### src/rtl/bus_cmd_decoder.sv
module bus_cmd_decoder (
  input  logic       clk,
  input  logic       rst,
  input  logic [2:0] stat,
  input  logic       rdy,
  output logic       ale,
  output logic       den,
  output logic       dt_r,
  output logic       mrd_n,
  output logic       mwr_n,
  output logic       iord_n,
  output logic       iowr_n,
  output logic       inta_n
);
  localparam logic [2:0] C_INTA  = 3'b000;
  localparam logic [2:0] C_IORD  = 3'b001;
  localparam logic [2:0] C_IOWR  = 3'b010;
  localparam logic [2:0] C_HALT  = 3'b011;
  localparam logic [2:0] C_FETCH = 3'b100;
  localparam logic [2:0] C_MRD   = 3'b101;
  localparam logic [2:0] C_MWR   = 3'b110;
  localparam logic [2:0] C_IDLE  = 3'b111;

  typedef enum logic [2:0] {S_IDLE, S_T1, S_T2, S_T3, S_T4} tstate_t;

  tstate_t    tst, tst_nx;
  logic [2:0] code_q;
  logic       was_passive;
  logic       den_half;
  logic       start, cmd_win, is_wr;

  assign start   = was_passive && stat != C_IDLE && stat != C_HALT &&
                   (tst == S_IDLE || tst == S_T4);
  assign is_wr   = code_q == C_IOWR || code_q == C_MWR;
  assign cmd_win = !rst && (tst == S_T2 || tst == S_T3);

  always_comb begin
    tst_nx = tst;
    case (tst)
      S_IDLE:  if (start) tst_nx = S_T1;
      S_T1:    tst_nx = S_T2;
      S_T2:    tst_nx = S_T3;
      S_T3:    if (stat == C_IDLE && rdy) tst_nx = S_T4;
      S_T4:    tst_nx = start ? S_T1 : S_IDLE;
      default: tst_nx = S_IDLE;
    endcase
  end

  always_ff @(posedge clk or posedge rst) begin
    if (rst) begin
      tst         <= S_IDLE;
      code_q      <= C_IDLE;
      was_passive <= 1'b0;
    end else begin
      tst         <= tst_nx;
      was_passive <= stat == C_IDLE;
      if (start) code_q <= stat;
    end
  end

  always_ff @(negedge clk or posedge rst) begin
    if (rst) den_half <= 1'b0;
    else     den_half <= tst == S_T2 || tst == S_T3;
  end

  assign ale    = !rst && tst == S_T1;
  assign den    = !rst && (den_half || (is_wr && cmd_win));
  assign dt_r   = !rst && tst != S_IDLE && is_wr;
  assign mrd_n  = !(cmd_win && (code_q == C_MRD || code_q == C_FETCH));
  assign mwr_n  = !(cmd_win && code_q == C_MWR);
  assign iord_n = !(cmd_win && code_q == C_IORD);
  assign iowr_n = !(cmd_win && code_q == C_IOWR);
  assign inta_n = !(cmd_win && code_q == C_INTA);

  p_one_cmd_r1: assert property (@(posedge clk) disable iff (rst)
    $onehot0({~mrd_n, ~mwr_n, ~iord_n, ~iowr_n, ~inta_n}));

  p_halt_quiet_r2: assert property (@(posedge clk) disable iff (rst)
    (tst == S_IDLE && stat == C_HALT) |=> !ale);

  p_wait_hold_r3: assert property (@(posedge clk) disable iff (rst)
    (tst == S_T3 && !rdy) |=> tst == S_T3);

  p_ale_single_r4: assert property (@(posedge clk) disable iff (rst)
    ale |=> !ale);

  p_cmd_after_ale_r5: assert property (@(posedge clk) disable iff (rst)
    ale |=> !($countones({mrd_n, mwr_n, iord_n, iowr_n, inta_n}) == 5));

  p_dir_steady_r6: assert property (@(posedge clk) disable iff (rst)
    (tst == S_T2) |=> $stable(dt_r));

  p_den_in_t3_r7: assert property (@(posedge clk) disable iff (rst)
    (tst == S_T3) |-> den);
endmodule

### config.mk
export PLATFORM = sky130hd
export DESIGN_NAME = bus_cmd_decoder
export DESIGN_NICKNAME = d
export VERILOG_FILES = /design/src/rtl/bus_cmd_decoder.sv
export SDC_FILE = /design/constraint.sdc
export NUM_CORES = 1
export LEC_CHECK = 0
export CAP_MARGIN = 20
export CORE_AREA = 2 2 39 41
export CTS_BUF_LIST = sky130_fd_sc_hd__clkbuf_8
export CTS_CLUSTER_DIAMETER = 150
export DETAILED_ROUTE_END_ITERATION = 16
export DIE_AREA = 0 0 41 43
export PLACE_DENSITY_LB_ADDON = 0.05
export SLEW_MARGIN = 20
export SYNTH_ARGS = -nofsm -noshare
export SYNTH_HDL_FRONTEND = slang
export SYNTH_SLANG_ARGS = --single-unit
### constraint.sdc
create_clock -name clk -period 1.45 [get_ports clk]
set_clock_uncertainty 0.05 [all_clocks]
set_input_delay 0.29 -clock clk [delete_from_list [all_inputs] [get_ports clk]]
set_output_delay 0.29 -clock clk [all_outputs]
set_load 0.02 [all_outputs]
==> flow_summary.toml <==
[run_status]
status = "finished, violations left"
violations = "setup timing"

[global_route]
grt_pass1_vias = 339
grt_pass1_wl_um = 1570
grt_usage_pct = 13.5
grt_max_degree = 8
overflow = 0
grt_antenna_before_repair = 0

[sta]
tightest_slew_ns = 0.302
hold_ws_ns = 0.288
final.setup.worst_slack_ns = -0.543
rsz0062_at_grt = "yes"
slew_headroom_pct = 79.8
finalSetupViolCount = 7
drv_slew = 0
setup_tns_ns = -1.05
hold_viol = 0

[worst_setup_path]
worstPathCellList = "a31oi_1 > nor2_2 > buf_6"
arrival_ns = 1.65
cp.required_ns = 1.11
critPathLaunch = "den_half"
path_max_fanout = 1
end_kind = "output pin"
crit_slowest_cell = "dfrtn_1"
r2r-end = "den_half"
crit_type = "flop to output pin"
startpoint_type = "flop"
r2r-start = "tst[1]"
reg2reg_depth = 3
critPathMaxStageDelay_ns = 0.32
cp-endpoint = "den"
rrSetupSlack_ns = -0.20

[clock_tree]
clk-insertion-delay-late_ns = 0.23
clock_path_buffers = 2
cts_max_level = 1
clk_pin_slew_ns = 0.04
cts_sinks = 8
clockRootBuffer = "clkbuf_8"
cts_tree = "done"
cts_hold_buf = 0
cts_made_buffers = 3

[route]
drt_iter0_drc = 1
postRouteAntennaNets = 0
via_per_inst = 4.50
wl_per_cell_um = 12.8
first_pass_iters = 3
wirelength_um = 997
via_count = 351
drc = 0

[floorplan]
fp.coreArea_um2 = 1380
die_area_um2 = 1760
die_x_um = 41
ios = 14
start_util_pct = 28.9
num_rows = 14
dieHeight_um = 43

[yosys]
synth_cell_types = 22
syn_area_per_cell_um2 = 11.1
netlist_instances = 36
ys_ff_latch = 8
synth_warnings = 0
synth_area_leaders = "dfrtp_1 25%, dfstp_2 20%, mux2_4 11%, dfrtn_1 6.3%, and3_4 5.6%"
synth_nets = 42
synth_top_area_share_pct = 25.0
syn-cell-area_um2 = 400
yosys.area.top_type = "dfrtp_1"
ys_seq_area_share_pct = 50.9

[finish]
layout-drive-gt1-share_pct = 59.7
layout.nets = 69
area_growth_pct = 71.6
final_cells = 78
final_cell_mix = "10 x buf_4, 5 x buf_6, 4 x clkdlybuf4s50_1, 4 x dfrtp_1"
finalInstanceArea_um2 = 687
layout_commonest_cell = "buf_4"
diodes = 0

[place]
place_congestion = 0.657
portBuffers = 13
hpwl_um = 745
post-place-cells = 73
postPlaceCellArea_um2 = 619

[power_and_ir_drop]
pwr_density_cell_nw_per_um2 = 1010
p_leak_uw = 0.000305
peakVddDrop_uv = 697

[flow_run]
drv_cap = 0

[worst_hold_path]
hp-class = "primary input to async pin"
==> critical path: cells and delay by family (launching register included) <==
kind	cells	cell delay, ns
flops	1	0.32
buf+inv	1	0.13
compound gates	1	0.17
simple gates	1	0.05
==> power breakdown <==
| group | switching [µW] | internal [µW] | leakage (µW) |
|---|---|---|---|
| clock network | 90.0 | 184 | 0.0000269 |
| logic | 68.9 | 86.1 | 0.000191 |
| registers | 18.8 | 247 | 0.0000872 |
==> synthesized netlist by cell type <==
cell type  n
a211oi_1   1
a31oi_1    1
and2_1     1
and3_4     2
dfrtn_1    1
dfrtp_1    4
dfstp_2    3
inv_1      2
inv_2      1
mux2_4     3
nand2_1    3
nand2b_1   1
nand3_1    1
nand3_2    1
nand3b_1   1
nand4_1    1
nor2_1     3
nor2_2     1
nor3_1     2
nor4b_1    1
o21ai_1    1
o311a_1    1
==> area by class of cell <==
class,count,area (µm²)
flip-flops and latches,8,204
fillers,133,697
well taps,16,20.0
multi-input cells,25,214
inverters,3,13.8
repair buffers,22,190
clock inverters,1,3.75
clock buffers,3,41.3
==> routing by layer <==
metal	routed length, µm	track usage (%)	share of wire [%]
met1	417	17.0	42
met2	540	20.9	54
met3	38	3.14	3.8
met4	0	6.00	0
met5	0	0	0
==> state kept, by name, summed over array words and instances, names as in the netlist <==
register	flops
tst	3
code_q	3
den_half	1
was_passive	1
==> metrics by stage <==
| stage | power [µW] | setup WS (ns) | util (%) |
|---|---|---|---|
| detailed placement | 407 | -0.708 | 44.8 |
| finish | 694 | -0.543 | 49.6 |
| CTS | 686 | -0.544 | 48.5 |
| global route | 736 | -0.578 | 49.6 |
| floorplan | 329 | -0.224 | - |
| global placement | 404 | -0.699 | 44.8 |
==> worst min-delay path by stage <==
stage,slack (ns),start,to,cells past startpoint
final,0.29,rst,tst[1],3
after CTS,0.28,rst,tst[1],3
after global placement,0.47,tst[2],tst[1],2
after global routing,0.31,rst,tst[1],3
after floorplan,0.05,rst,tst[0],1
after detailed placement,0.49,tst[2],tst[1],2
==> cell families after synthesis <==
kind of cell | after synthesis | share of synthesized area (%)
AOI/OAI and AO/OA | 4 | 7.19
buffers and inverters | 3 | 2.81
DFF | 8 | 50.9
muxes | 3 | 11.2
and+or+nand+nor | 18 | 27.8
==> repair_timing <==
action	in CTS	in global routing
hold endpoints to repair	0	0
pin swaps	2	0
gates resized for setup	27	22
endpoints found under the setup margin	9	9
setup buffers	0	1
(Power assumes the default switching activity.)
